[config.mk]
export PLATFORM = sky130hd
export DESIGN_NAME = gpio_pin_irq_unit
export DESIGN_NICKNAME = d
export VERILOG_FILES = /design/src/rtl/gpio_irq_pkg.sv /design/src/rtl/gpio_trig_detect.sv /design/src/rtl/gpio_sts_cell.sv /design/src/rtl/gpio_pin_irq_unit.sv
export SDC_FILE = /design/constraint.sdc
export NUM_CORES = 1
export LEC_CHECK = 0
export ABC_AREA = 1
export BUFFER_PORTS_ARGS = -buffer_cell sky130_fd_sc_hd__buf_2
export CORE_MARGIN = 10
export CORE_UTILIZATION = 36
export CTS_CLUSTER_DIAMETER = 30
export DETAILED_ROUTE_END_ITERATION = 12
export GPL_TIMING_DRIVEN = 0
export PLACE_DENSITY = 0.78
export SYNTH_ARGS = -nofsm -noshare
export SYNTH_HDL_FRONTEND = slang
export SYNTH_SLANG_ARGS = --single-unit
[constraint.sdc]
create_clock -name clk -period 1.3 [get_ports clk]
set_input_delay 0.13 -clock clk [delete_from_list [all_inputs] [get_ports clk]]
set_output_delay 0.13 -clock clk [all_outputs]
set_load 0.01 [all_outputs]
[src/rtl/gpio_irq_pkg.sv]
package gpio_irq_pkg;
    localparam int REG_W      = 32;
    localparam int PIN_BIT    = 8;
    localparam int ISTS_BIT   = 12;
    localparam int NUM_STS    = 2;

    typedef enum logic [1:0] {
        POL_HIGH = 2'd0,
        POL_LOW  = 2'd1,
        POL_BOTH = 2'd2,
        POL_RSVD = 2'd3
    } pol_e;

    // packed so that bit 0 is the level select and bit 7 the wake enable
    typedef struct packed {
        logic wake_en;
        logic out_val;
        logic out_en;
        logic unmask;
        logic irq_en;
        pol_e pol;
        logic level;
    } cfg_t;

    localparam int CFG_W = $bits(cfg_t);

    typedef enum logic [2:0] {
        TRIG_NONE,
        TRIG_RISE,
        TRIG_FALL,
        TRIG_BOTH,
        TRIG_HIGH,
        TRIG_LOW
    } trig_e;

    typedef enum logic {
        STS_CLEAR,
        STS_HELD
    } sts_e;
endpackage

[src/rtl/gpio_trig_detect.sv]
module gpio_trig_detect
    import gpio_irq_pkg::*;
(
    input  logic clk,
    input  logic rst_n,
    input  cfg_t cfg,
    input  logic pin_in,
    output logic hit
);
    logic  prev_q;
    trig_e mode;

    always_ff @(posedge clk) begin
        if (!rst_n) prev_q <= 1'b0;
        else        prev_q <= pin_in;
    end

    always_comb begin
        mode = TRIG_NONE;
        if (cfg.level) begin
            unique case (cfg.pol)
                POL_HIGH: mode = TRIG_HIGH;
                POL_LOW:  mode = TRIG_LOW;
                POL_BOTH: mode = TRIG_NONE;
                POL_RSVD: mode = TRIG_NONE;
            endcase
        end else begin
            unique case (cfg.pol)
                POL_HIGH: mode = TRIG_RISE;
                POL_LOW:  mode = TRIG_FALL;
                POL_BOTH: mode = TRIG_BOTH;
                POL_RSVD: mode = TRIG_NONE;
            endcase
        end
    end

    always_comb begin
        unique case (mode)
            TRIG_RISE: hit = pin_in & ~prev_q;
            TRIG_FALL: hit = ~pin_in & prev_q;
            TRIG_BOTH: hit = pin_in ^ prev_q;
            TRIG_HIGH: hit = pin_in;
            TRIG_LOW:  hit = ~pin_in;
            default:   hit = 1'b0;
        endcase
    end


    both_in_level_chk: assert property (@(posedge clk) disable iff (!rst_n)
        (cfg.level && cfg.pol == POL_BOTH) |-> !hit);


    rise_needs_high_chk: assert property (@(posedge clk) disable iff (!rst_n)
        (!cfg.level && cfg.pol == POL_HIGH && !pin_in) |-> !hit);
endmodule

[src/rtl/gpio_sts_cell.sv]
module gpio_sts_cell
    import gpio_irq_pkg::*;
(
    input  logic clk,
    input  logic rst_n,
    input  logic set_req,
    input  logic clr_req,
    output logic sts
);
    sts_e state_q, state_d;

    always_ff @(posedge clk) begin
        if (!rst_n) state_q <= STS_CLEAR;
        else        state_q <= state_d;
    end

    always_comb begin
        state_d = state_q;
        unique case (state_q)
            STS_CLEAR: if (set_req)              state_d = STS_HELD;
            STS_HELD:  if (clr_req && !set_req)  state_d = STS_CLEAR;
        endcase
    end

    always_comb sts = (state_q == STS_HELD);


    w1c_clears_chk: assert property (@(posedge clk) disable iff (!rst_n)
        (sts && clr_req && !set_req) |=> !sts);


    set_wins_chk: assert property (@(posedge clk) disable iff (!rst_n)
        set_req |=> sts);
endmodule

[src/rtl/gpio_pin_irq_unit.sv]
module gpio_pin_irq_unit
    import gpio_irq_pkg::*;
(
    input  logic              clk,
    input  logic              rst_n,
    input  logic              pin_in,
    input  logic              wr_en,
    input  logic [REG_W-1:0]  wr_data,
    output logic [REG_W-1:0]  rd_data,
    output logic              pad_oe,
    output logic              pad_out,
    output logic              pending
);
    cfg_t               cfg_q;
    logic               hit;
    logic [NUM_STS-1:0] set_vec;
    logic [NUM_STS-1:0] clr_vec;
    logic [NUM_STS-1:0] sts_vec;

    always_ff @(posedge clk) begin
        if (!rst_n)     cfg_q <= '0;
        else if (wr_en) cfg_q <= cfg_t'(wr_data[CFG_W-1:0]);
    end

    gpio_trig_detect u_detect (
        .clk    (clk),
        .rst_n  (rst_n),
        .cfg    (cfg_q),
        .pin_in (pin_in),
        .hit    (hit)
    );

    assign set_vec[0] = hit & cfg_q.irq_en;
    assign set_vec[1] = hit & cfg_q.wake_en;

    for (genvar i = 0; i < NUM_STS; i++) begin : g_sts
        assign clr_vec[i] = wr_en & wr_data[ISTS_BIT+i];
        gpio_sts_cell u_cell (
            .clk     (clk),
            .rst_n   (rst_n),
            .set_req (set_vec[i]),
            .clr_req (clr_vec[i]),
            .sts     (sts_vec[i])
        );
    end

    always_comb begin
        rd_data                      = '0;
        rd_data[CFG_W-1:0]           = cfg_q;
        rd_data[PIN_BIT]             = cfg_q.out_en ? cfg_q.out_val : pin_in;
        rd_data[ISTS_BIT +: NUM_STS] = sts_vec;
    end

    always_comb begin
        pad_oe  = cfg_q.out_en;
        pad_out = cfg_q.out_val;
        pending = (|sts_vec) & cfg_q.unmask;
    end


    no_status_no_pending_chk: assert property (@(posedge clk) disable iff (!rst_n)
        (sts_vec == '0) |-> !pending);


    disabled_no_latch_chk: assert property (@(posedge clk) disable iff (!rst_n)
        (!cfg_q.irq_en && !sts_vec[0]) |=> !sts_vec[0]);


    level_high_latch_chk: assert property (@(posedge clk) disable iff (!rst_n)
        (cfg_q.level && cfg_q.irq_en && cfg_q.pol == POL_HIGH && pin_in) |=> sts_vec[0]);


    upper_zero_chk: assert property (@(posedge clk) disable iff (!rst_n)
        rd_data[REG_W-1:ISTS_BIT+NUM_STS] == '0);
endmodule

# [Word level (Yosys, flattened, before mapping)]
# Cells that the tools add are included.
[totals] ff_bits=11 input_bits=36 out_inout_bits=35 word_cells=48
[op_classes] eq_ne=8 muxes=11 bitwise=12 n_reduce_logical=7
[op_table] operator="3-bit one-hot mux with 4 select lines" n=1
[op_table] operator="3-bit one-hot mux with 3 select lines" n=1
[op_table] operator="1-bit bitwise AND" n=7
[op_table] operator="3-bit by 2-bit == test with 1-bit output, second input constant" n=2
[op_table] operator="3-bit == test, second input constant" n=2
[op_table] operator="1-bit 2-to-1 mux" n=5
[op_table] operator="1-bit one-hot mux with 5 select lines" n=1
[op_table] operator="2-bit == test, second input constant" n=2
[op_table] operator="1-bit NOT" n=4
[op_table] operator="1-bit one-hot mux with 2 select lines" n=2
[op_table] operator="2-bit OR reduction" n=2
[op_table] operator="3-bit by 1-bit == test with 1-bit output, second input constant" n=1
[op_table] operator="3-bit 2-to-1 mux" n=1
[op_table] operator="2-bit by 1-bit == test with 1-bit output, second input constant" n=1
[op_table] operator="1-bit logical AND" n=2
[op_table] operator="1-bit zero test" n=2
[op_table] operator="2-bit zero test" n=1
[op_table] operator="1-bit bitwise XOR" n=1

# [Depth between registers and ports, before layout]
# Gate-level depths: netlist (run 1).
[depth] depth_word=11 mapped_depth=8 depth_no_buf=8

# [By module]
# A second synthesis (run 1) with hierarchy kept.
[hier_totals] hier_cells=136 hier_area_um2=875.8
[by_module_without_submodules] mod="gpio_pin_irq_unit" n_inst=1 cells_each=87 area_per_inst_um2=571.8
[by_module_without_submodules] mod="gpio_trig_detect" n_inst=1 cells_each=37 area_per_inst_um2=216.5
[by_module_without_submodules] mod="gpio_sts_cell" n_inst=2 cells_each=6 area_per_inst_um2=43.8

# [Worst setup path before layout (run 1)]
# Ideal clock, no wire load.
[synth_timing] kind="register to register" startpoint="register cfg_q (netlist bit rd_data[1])" endpoint="register g_sts[0].u_cell.state_q" setup_time_ps=70 arrival_time_ps=1209 path_slack_ps=21 stages_incl_launch_ff=8 path_buffers=0 period_less_slack_ps=1279 path_cell_list="dfxtp_1 inv_1 ha_1 nor2_1 nand2_1 nand3_2 nand3_1 a21oi_1"
[synth_via] elab_chain_len=11
[synth_rtl] item="start: declaration" line="gpio_pin_irq_unit.sv:14" rtl="cfg_t cfg_q;"
[synth_rtl] item="start signal: assignment" line="gpio_pin_irq_unit.sv:22" rtl="else if (wr_en) cfg_q <= cfg_t'(wr_data[CFG_W-1:0]);"
[synth_rtl] item="2-bit == test" line="gpio_trig_detect.sv:21, gpio_trig_detect.sv:28"
[synth_rtl] item="2-bit OR reduction (no line)"
[synth_rtl] item="3-bit one-hot mux with 3 select lines" line="gpio_trig_detect.sv:21" rtl="unique case (cfg.pol)"
[synth_rtl] item="3-bit 2-to-1 mux (*)" line="gpio_trig_detect.sv:20" rtl="if (cfg.level) begin"
[synth_rtl] item="3-bit == test, or another cell as far along" line="gpio_trig_detect.sv:38" rtl="unique case (mode)"
[synth_rtl] item="1-bit one-hot mux with 5 select lines (*)" line="gpio_trig_detect.sv:38"
[synth_rtl] item="1-bit bitwise AND (*)" line="gpio_pin_irq_unit.sv:33" rtl="assign set_vec[0] = hit & cfg_q.irq_en;"
[synth_rtl] item="1-bit zero test" line="gpio_sts_cell.sv:21" rtl="STS_HELD: if (clr_req && !set_req) state_d = STS_CLEAR;"
[synth_rtl] item="1-bit logical AND" line="gpio_sts_cell.sv:21"
[synth_rtl] item="1-bit 2-to-1 mux" line="gpio_sts_cell.sv:21"
[synth_rtl] item="1-bit one-hot mux with 2 select lines (*)" line="gpio_sts_cell.sv:19" rtl="unique case (state_q)"
[synth_rtl] item="end signal: assignment" line="gpio_sts_cell.sv:14" rtl="else state_q <= state_d;"
[synth_rtl] item="end: declaration" line="gpio_sts_cell.sv:10" rtl="sts_e state_q, state_d;"
# Every way passes the cells marked *; elsewhere a longest branch is shown, timed or not. The select of a mux whose other input is x is not followed.
# A chain may end at the register's enable or synchronous reset.

# [Final worst setup path (run 1)]
[layout_timing] startpoint="register cfg_q (netlist bit rd_data[2])" endpoint="register g_sts[1].u_cell.state_q"
[layout_via] elab_chain_len=11
[layout_rtl] item="2-bit == test" line="gpio_trig_detect.sv:21, gpio_trig_detect.sv:28"
[layout_rtl] item="2-bit OR reduction (no line)"
[layout_rtl] item="3-bit one-hot mux with 3 select lines" line="gpio_trig_detect.sv:21"
[layout_rtl] item="3-bit 2-to-1 mux (*)" line="gpio_trig_detect.sv:20"
[layout_rtl] item="3-bit == test, or another cell as far along" line="gpio_trig_detect.sv:38"
[layout_rtl] item="1-bit one-hot mux with 5 select lines (*)" line="gpio_trig_detect.sv:38"
[layout_rtl] item="1-bit bitwise AND (*)" line="gpio_pin_irq_unit.sv:34" rtl="assign set_vec[1] = hit & cfg_q.wake_en;"
[layout_rtl] item="1-bit zero test" line="gpio_sts_cell.sv:21"
[layout_rtl] item="1-bit logical AND" line="gpio_sts_cell.sv:21"
[layout_rtl] item="1-bit 2-to-1 mux" line="gpio_sts_cell.sv:21"
[layout_rtl] item="1-bit one-hot mux with 2 select lines (*)" line="gpio_sts_cell.sv:19"
[layout_rtl] item="end signal: assignment" line="gpio_sts_cell.sv:14"
[layout_rtl] item="end: declaration" line="gpio_sts_cell.sv:10"
# Marks and branches as above.

==> impl_metrics.json, run 1 <==
{
  "vias": 754,
  "area_growth_pct": 39.23,
  "vias_per_cell": 4.054,
  "synthXorXnorAreaFrac": 0,
  "clock-sinks": 11,
  "finalCritPeriodShare": 0.9541,
  "cts_buffer_depth": 2,
  "yosysSeqAreaShare": 0.2830,
  "maxSlewViolCount": 0,
  "ios": 71,
  "die_h_um": 66.50,
  "async_reset_ff_frac": 0,
  "powerDensity_mw_per_mm2": 817.6,
  "fin_crit_ns": 1.240,
  "synthesis.area_um2": 778.2,
  "hpwl_um": 1730,
  "dr.pass1.iters": 4,
  "grt_overflow": 0,
  "h-tree-depth": 1,
  "ys_seq_elements": 11,
  "crit_arrival_ns": 1.44,
  "synth-simple-area-share": 0.1768,
  "numPortBuffers": 26,
  "hp-class": "in2reg",
  "synth_mux_area_frac": 0,
  "start_kind": "flip-flop",
  "grt_pass1_wl_um": 3125,
  "cts_buffers": 3,
  "core_region_area_mm2": 0.002002,
  "power_mw": 0.8859,
  "cp.required_ns": 1.50,
  "total_leakage_power_nw": 0.6350,
  "insertion_delay_ns": 0.26,
  "die_w_um": 66.50,
  "placed_cells": 182,
  "yosysWarningCount": 0,
  "synth-compound-area-share": 0.1061,
  "final_layout_size_suffix_gt1_frac": 0.4528,
  "grt_max_degree": 11,
  "synthFlopType": "dfxtp_1",
  "initial_core_util": 0.3887,
  "outcome": "finished, final reports clean",
  "cts_tree": "built",
  "antenna_found_initial": 0,
  "finalWirelength_um": 2125,
  "layout.nets": 202,
  "syn_area_per_cell_um2": 7.140,
  "synthCells": 109,
  "max_cap_violations": 0,
  "synthAdderAreaFrac": 0.09646,
  "grt_util_all_layers": 0.08937,
  "final_cell_mix": "buf_2, buf_4, conb_1",
  "synth_top_family_by_area": "buffers and inverters",
  "die_area_mm2": 0.004422,
  "diodes": 0,
  "drc": 0,
  "timing.final.hold_violations": 0,
  "final_common_cell": "buf_2",
  "ant_nets": 0,
  "crit_type": "reg2reg",
  "drt_iter0_drc": 10,
  "setup_violations": 0,
  "finalNonFillerCells": 186,
  "clock.fmax_mhz": 806.2,
  "grt_pass1_vias": 719,
  "wl_per_cell_um": 11.42,
  "routabilityCongestion": 0.7139,
  "ys_types": 17,
  "clkTransAtPathRegs_ns": 0.07,
  "crit_fanout": 5,
  "row_count": 16,
  "endpoint_kind": "flip-flop",
  "skew_ns": 0.004197,
  "vdd_ir_drop_max_v": 0.0005313,
  "synth_edf_count": 0,
  "cts-root-buf": "clkbuf_4"
}
-- kinds of logic after synthesis --
family,count (synthesis)
other,1
AO/OA/AOI/OAI,16
adder cells (fa/ha/maj),6
AND/OR/NAND/NOR,33
flip-flops,11
buffers and inverters,42
-- synth_stat cells, types with 2 or more instances --
cell type,n,area share
buf_4,25,0.24
nor2_1,15,0.072
ha_1,6,0.096
dfxtp_1,11,0.28
o21ai_1,2,0.013
nand3_1,4,0.026
inv_2,3,0.014
o21ai_0,7,0.045
inv_1,12,0.058
nand2_1,12,0.058
a21oi_1,6,0.039
-- critical path, cell delays in order (launching register included) --
cell and delay [ns]:
dfxtp_2 0.35, inv_2 0.07, ha_4 0.24, nor2_1 0.11
nand2_1 0.08, nand3_2 0.10, nand3_2 0.10, a21oi_2 0.12
-- cell type report --
cell class	count	area, um2
fillers	207	918.4
multi-input cells	76	409.1
flip-flops and latches	11	225.2
plain buffers	27	202.7
repair buffers	26	130.1
inverters	15	56.30
well taps	27	33.78
clock buffers	4	26.28
-- report_power, final --
group          internal [mW]  switching [mW]  leakage [nW]
Sequential             0.360          0.0213        0.0920
Clock                  0.119           0.107        0.0150
Combinational          0.131           0.148         0.528
Total                  0.610           0.276         0.635
-- metal layers --
layer	global-route usage	share of wire	up-vias
met1	0.08507	0.40	320
li1	-	-	389
met5	0	0	-
met4	0.05497	0.0061	0
met2	0.1495	0.48	43
met3	0.04682	0.12	2
-- registers in the layout (all words and copies together) (netlist names) --
register / flops
u_detect.prev_q: 1
pad_out: 1
rd_data: 6
pad_oe: 1
g_sts.u_cell.sts: 2
-- per-stage QoR --
stage / hold WS (ns) / util / TNS, ns / setup slack [ns] / cell area, um2
finish: 0.09540 / 0.5413 / 0 / 0.05967 / 1084
global route: 0.1009 / 0.5413 / -0.03137 / -0.02508 / 1084
CTS: 0.08525 / 0.5219 / 0 / 0.005721 / 1045
detailed placement: 0.3610 / 0.5081 / -0.07139 / -0.03723 / 1017
global placement: 0.3517 / 0.5081 / 0 / 0.006863 / 1017
floorplan: 0.2235 / - / 0 / 0.02094 / 853.3
-- path summary, 6_finish.rpt --
kind                            startpoint                   to  depth (start not counted)  slack [ns]
worst max-delay path            rd_data[2]  g_sts[1].u_cell.sts                          7        0.06
worst min-delay path            wr_data[3]           rd_data[3]                          3         0.1
worst max register to register  rd_data[2]  g_sts[1].u_cell.sts                          7        0.06
worst min register to register  rd_data[3]  g_sts[0].u_cell.sts                          2        0.49
-- what timing repair did --
action | 4_1_cts | 5_1_grt
resized for setup | 1 | 12
setup buffers | 0 | 0
setup endpoints to repair | 2 | 2
pin swaps | 0 | 3
cloned | 0 | 0
hold buffers | 0 | 0
No activity file was read; power rests on OpenSTA's default activity.
==> inputs of run 2 (changes only) <==
BUFFER_PORTS_ARGS = unset   (was -buffer_cell sky130_fd_sc_hd__buf_2)
DONT_BUFFER_PORTS = 1   (was unset)
PLACE_DENSITY = unset   (was 0.78)
==> impl_metrics.json, run 2 (synthesis gave the netlist of run 1 again) <==
{
  "initial_core_util": 0.3887,
  "fin_crit_ns": 1.218,
  "max_cap_violations": 0,
  "area_growth_pct": 29.10,
  "vdd_ir_drop_max_v": 0.0006577,
  "endpoint_kind": "flip-flop",
  "seq_area_um2": 227.7,
  "clkTransAtPathRegs_ns": 0.07,
  "critPathMaxStageDelay_ns": 0.40,
  "vias": 659,
  "multi_input_comb_area_um2": 392.9,
  "setup_violations": 0,
  "critPathBufInv": 2,
  "cts_buffer_depth": 2,
  "grt_util_all_layers": 0.09331,
  "maxSlewViolCount": 0,
  "hp-class": "in2reg",
  "outcome": "finished, final reports clean",
  "crit_family": "flip-flops",
  "row_count": 16,
  "largest_reg_flops": 6,
  "whs_ns": 0.01824,
  "timing.final.hold_violations": 0,
  "final_cell_mix": "buf_4, conb_1, nor2_1",
  "finalWirelength_um": 1974,
  "dr.pass1.iters": 4,
  "drc": 0,
  "fin_tns_setup_ns": 0,
  "core_region_area_mm2": 0.002002,
  "skew_ns": 0.003536,
  "start_kind": "flip-flop",
  "antenna_found_initial": 0,
  "clock-sinks": 11,
  "hpwl_um": 1570,
  "grt_pass1_wl_um": 3229,
  "grt_pass1_vias": 676,
  "final_layout_size_suffix_gt1_frac": 0.3022,
  "cts-root-buf": "clkbuf_4",
  "routabilityCongestion": 0.7116,
  "h-tree-depth": 1,
  "nFillCells": 211,
  "rsz0062_at_grt": "true",
  "cts_tree": "built",
  "crit_fanout": 5,
  "ant_nets": 0,
  "grt_max_degree": 11,
  "finalCritPeriodShare": 0.9367,
  "die_w_um": 66.50,
  "grt_overflow": 0,
  "vias_per_cell": 3.970,
  "crit_type": "reg2reg",
  "total_leakage_power_nw": 0.5469,
  "crit_arrival_ns": 1.38,
  "cts_buffers": 3,
  "insertion_delay_ns": 0.26,
  "numPortBuffers": 0,
  "die_h_um": 66.50,
  "timing.critical_path.mode_cell": "nor2_1",
  "wl_per_cell_um": 11.89,
  "final_common_cell": "buf_4",
  "worstPathCellList": "inv_4 -> ha_1 -> inv_1 -> nor2_1 -> nor2_1 -> nand3_2 -> nand3_1 -> a21oi_2",
  "diodes": 0,
  "ios": 71,
  "slowest_stage": "dfxtp_4",
  "powerDensity_mw_per_mm2": 842.8,
  "clock.fmax_mhz": 821.2,
  "die_area_mm2": 0.004422,
  "layout.nets": 182,
  "drt_iter0_drc": 10,
  "cp.required_ns": 1.46
}
==> run 2: cell types whose count changed in the layout (fill, tap and decap cells not counted), sizes merged <==
cell         delta
buf            -25
dlygate4sd3     +5
==> run 2: worst reg2reg max path, stage by stage (launching register included) <==
cell     delay [ns]
dfxtp_4        0.40
inv_4          0.06
ha_1           0.20
inv_1          0.07
nor2_1         0.04
nor2_1         0.10
nand3_2        0.09
nand3_1        0.11
a21oi_2        0.05
==> run 2: metal layers <==
metal  vias up  track usage  routed length, um
met2        30       0.1471               1014
met4         0      0.05497                 14
li1        352            -                  -
met5         -            0                  0
met1       275      0.08851                618
met3         2      0.06355                325
==> run 2: what timing repair did <==
| item | CTS | global route |
|---|---|---|
| pin swaps | 3 | 2 |
| hold endpoints to repair | 5 | 0 |
| setup endpoints to repair | 2 | 2 |
| setup buffers | 0 | 1 |
| gates resized for setup | 7 | 5 |
| hold buffers | 5 | 0 |
==> run 2: layout make-up <==
type,count,area share
multi-input combinational,76,0.3910
sequential,11,0.2267
buffer,27,0.2017
inverter,15,0.06351
timing repair buffer,6,0.05729
tap,27,0.03362
clock buffer,4,0.02615
==> run 2: worst paths after layout <==
check	depth (start not counted)	from	endpoint	slack, ns
hold reg to reg	2	g_sts[0].u_cell.sts	g_sts[0].u_cell.sts	0.50
setup reg to reg	8	rd_data[1]	g_sts[0].u_cell.sts	0.08
hold / removal	2	wr_data[6]	pad_out	0.02
setup / recovery	8	rd_data[1]	g_sts[0].u_cell.sts	0.08
==> run 2: power breakdown <==
group,switching [mW],leakage (nW),total [mW],internal (mW)
combinational,0.116,0.440,0.226,0.111
sequential,0.0349,0.0924,0.394,0.359
clock,0.108,0.0150,0.226,0.119
total,0.259,0.547,0.847,0.588
==> run 2: stage by stage <==
stage / util / cells / setup WS (ns) / instance area, um2 / power (mW)
2_1_floorplan: - / 129 / 0.02094 / 853.3 / 0.5662
5_1_grt: 0.5019 / 166 / -0.006020 / 1005 / 0.9190
6_report: 0.5019 / 166 / 0.08233 / 1005 / 0.8467
3_5_place_dp: 0.4431 / 156 / -0.1847 / 887.1 / 0.5951
3_3_place_gp: 0.4431 / 156 / -0.1279 / 887.1 / 0.5901
4_1_cts: 0.4913 / 165 / 0.04983 / 983.4 / 0.8478
==> inputs of run 3 (changes only) <==
CELL_PAD_IN_SITES_DETAIL_PLACEMENT = 2   (was unset)
CELL_PAD_IN_SITES_GLOBAL_PLACEMENT = 2   (was unset)
CORE_UTILIZATION = 27   (was 36)
PLACE_DENSITY_LB_ADDON = 0.1   (was unset)
==> impl_metrics.json, run 3 (synthesis gave the netlist of run 1 again) <==
{
  "core_region_area_mm2": 0.002758,
  "grt_pass1_wl_um": 3891,
  "cp.required_ns": 1.46,
  "drc": 0,
  "clkTransAtPathRegs_ns": 0.08,
  "ios": 71,
  "timing.final.hold_violations": 0,
  "final_layout_size_suffix_gt1_frac": 0.3957,
  "skew_ns": 0.002143,
  "switchingPower_mw": 0.2993,
  "outcome": "finished, final reports clean",
  "layout.nets": 182,
  "routabilityCongestion": 0.6392,
  "drt_iter0_drc": 5,
  "final_common_cell": "buf_4",
  "grt_pass1_vias": 799,
  "rsz0062_at_grt": "true",
  "fin_tns_setup_ns": 0,
  "grt_util_all_layers": 0.09273,
  "antenna_found_initial": 0,
  "pwr-share-seq": 0.439,
  "hpwl_um": 2005,
  "grt_max_degree": 11,
  "initial_core_util": 0.2822,
  "start_kind": "flip-flop",
  "cts-root-buf": "clkbuf_4",
  "final_core_util": 0.3793,
  "insertion_delay_ns": 0.27,
  "vdd_ir_drop_max_v": 0.0004312,
  "fin_crit_ns": 1.269,
  "hp-class": "in2reg",
  "clock-sinks": 11,
  "finalNonFillerCells": 170,
  "row_count": 19,
  "pwr-share-clk": 0.270,
  "internal_power_mw": 0.6004,
  "max_cap_violations": 0,
  "vias": 729,
  "total_leakage_power_nw": 0.5477,
  "numPortBuffers": 0,
  "wl_per_cell_um": 15.71,
  "fin_ws_ns": 0.03085,
  "diodes": 0,
  "cts_tree": "built",
  "wl_met2_um": 1450,
  "final_cell_mix": "buf_4, conb_1, nor2_1",
  "pre_cts_ws_ns": -0.2124,
  "wl_met3_um": 263,
  "combPwrFrac": 0.291,
  "area_growth_pct": 34.40,
  "endpoint_kind": "flip-flop",
  "die_area_mm2": 0.005429,
  "crit_arrival_ns": 1.43,
  "h-tree-depth": 1,
  "ant_nets": 0,
  "grt_overflow": 0,
  "p_sw_frac": 0.3327,
  "placed_cells": 160,
  "die_h_um": 73.69,
  "cts_buffers": 3,
  "vias_per_cell": 4.288,
  "powerDensity_mw_per_mm2": 860.1,
  "setup_violations": 0,
  "clock.fmax_mhz": 787.9,
  "crit_fanout": 5,
  "finalWirelength_um": 2671,
  "nFillCells": 338,
  "drt-met1-wl_um": 924,
  "highest_layer": "met4",
  "die_w_um": 73.69,
  "crit_type": "reg2reg",
  "dr.pass1.iters": 3,
  "cts_buffer_depth": 2,
  "maxSlewViolCount": 0,
  "largest_reg_flops": 6,
  "finalCritPeriodShare": 0.9763
}
[run 3: cell types whose count changed in the layout (fill, tap and decap cells not counted), sizes merged]
cell / delta
buf: +1
dlygate4sd3: -1
[run 3: worst max-delay path, stage by stage, from the launching register on]
cell and delay, ns:
dfxtp_4 0.40, inv_6 0.05, ha_1 0.21, nor2_4 0.12, inv_1 0.06, nand3_1 0.10, nand2_2 0.07, nand3_2 0.08
a21oi_2 0.05
[run 3: metrics by stage]
step	power (mW)	hold WS, ns	area, um2
2_1_floorplan	0.5662	0.2235	853.3
3_3_place_gp	0.5967	0.2305	892.1
3_5_place_dp	0.6039	0.2417	892.1
4_1_cts	0.8646	0.0004821	967.2
5_1_grt	0.9687	0.009628	1046
6_report	0.8997	0.00009903	1046
[run 3: layout make-up]
class	count	area (um2)	share of cell area
tap	31	38.79	0.03708
inverter	15	63.81	0.06100
buffer	27	202.7	0.1938
clock buffer	4	26.28	0.02512
multi-input combinational	76	430.4	0.4115
timing repair buffer	6	55.05	0.05263
sequential	11	229.0	0.2189
[run 3: path summary, 6_finish.rpt]
check | from | cells past startpoint | to | slack [ns]
setup / recovery | rd_data[2] | 8 | g_sts[1].u_cell.sts | 0.03
hold / removal | wr_data[5] | 2 | pad_oe | 0.0001
setup reg to reg | rd_data[2] | 8 | g_sts[1].u_cell.sts | 0.03
hold reg to reg | g_sts[0].u_cell.sts | 2 | g_sts[0].u_cell.sts | 0.52
[run 3: layer usage]
metal | global-route usage | up-vias
li1 | - | 351
met1 | 0.09258 | 348
met2 | 0.1619 | 28
met3 | 0.03499 | 2
met4 | 0.04969 | 0
met5 | 0 | -
[run 3: repair_timing]
action	CTS	global route
pin swaps	2	8
hold buffers	2	2
hold endpoints to repair	2	2
resized for setup	9	16
setup buffers	0	2
setup endpoints to repair	2	2
[run 3: power by group through the flow]
stage	Combinational (mW)	Clock (mW)	Sequential (mW)
after floorplan	0.175	0	0.391
after global placement	0.196	0	0.401
after detailed placement	0.202	0	0.402
after CTS	0.219	0.251	0.395
after global routing	0.292	0.275	0.401
final	0.262	0.243	0.395
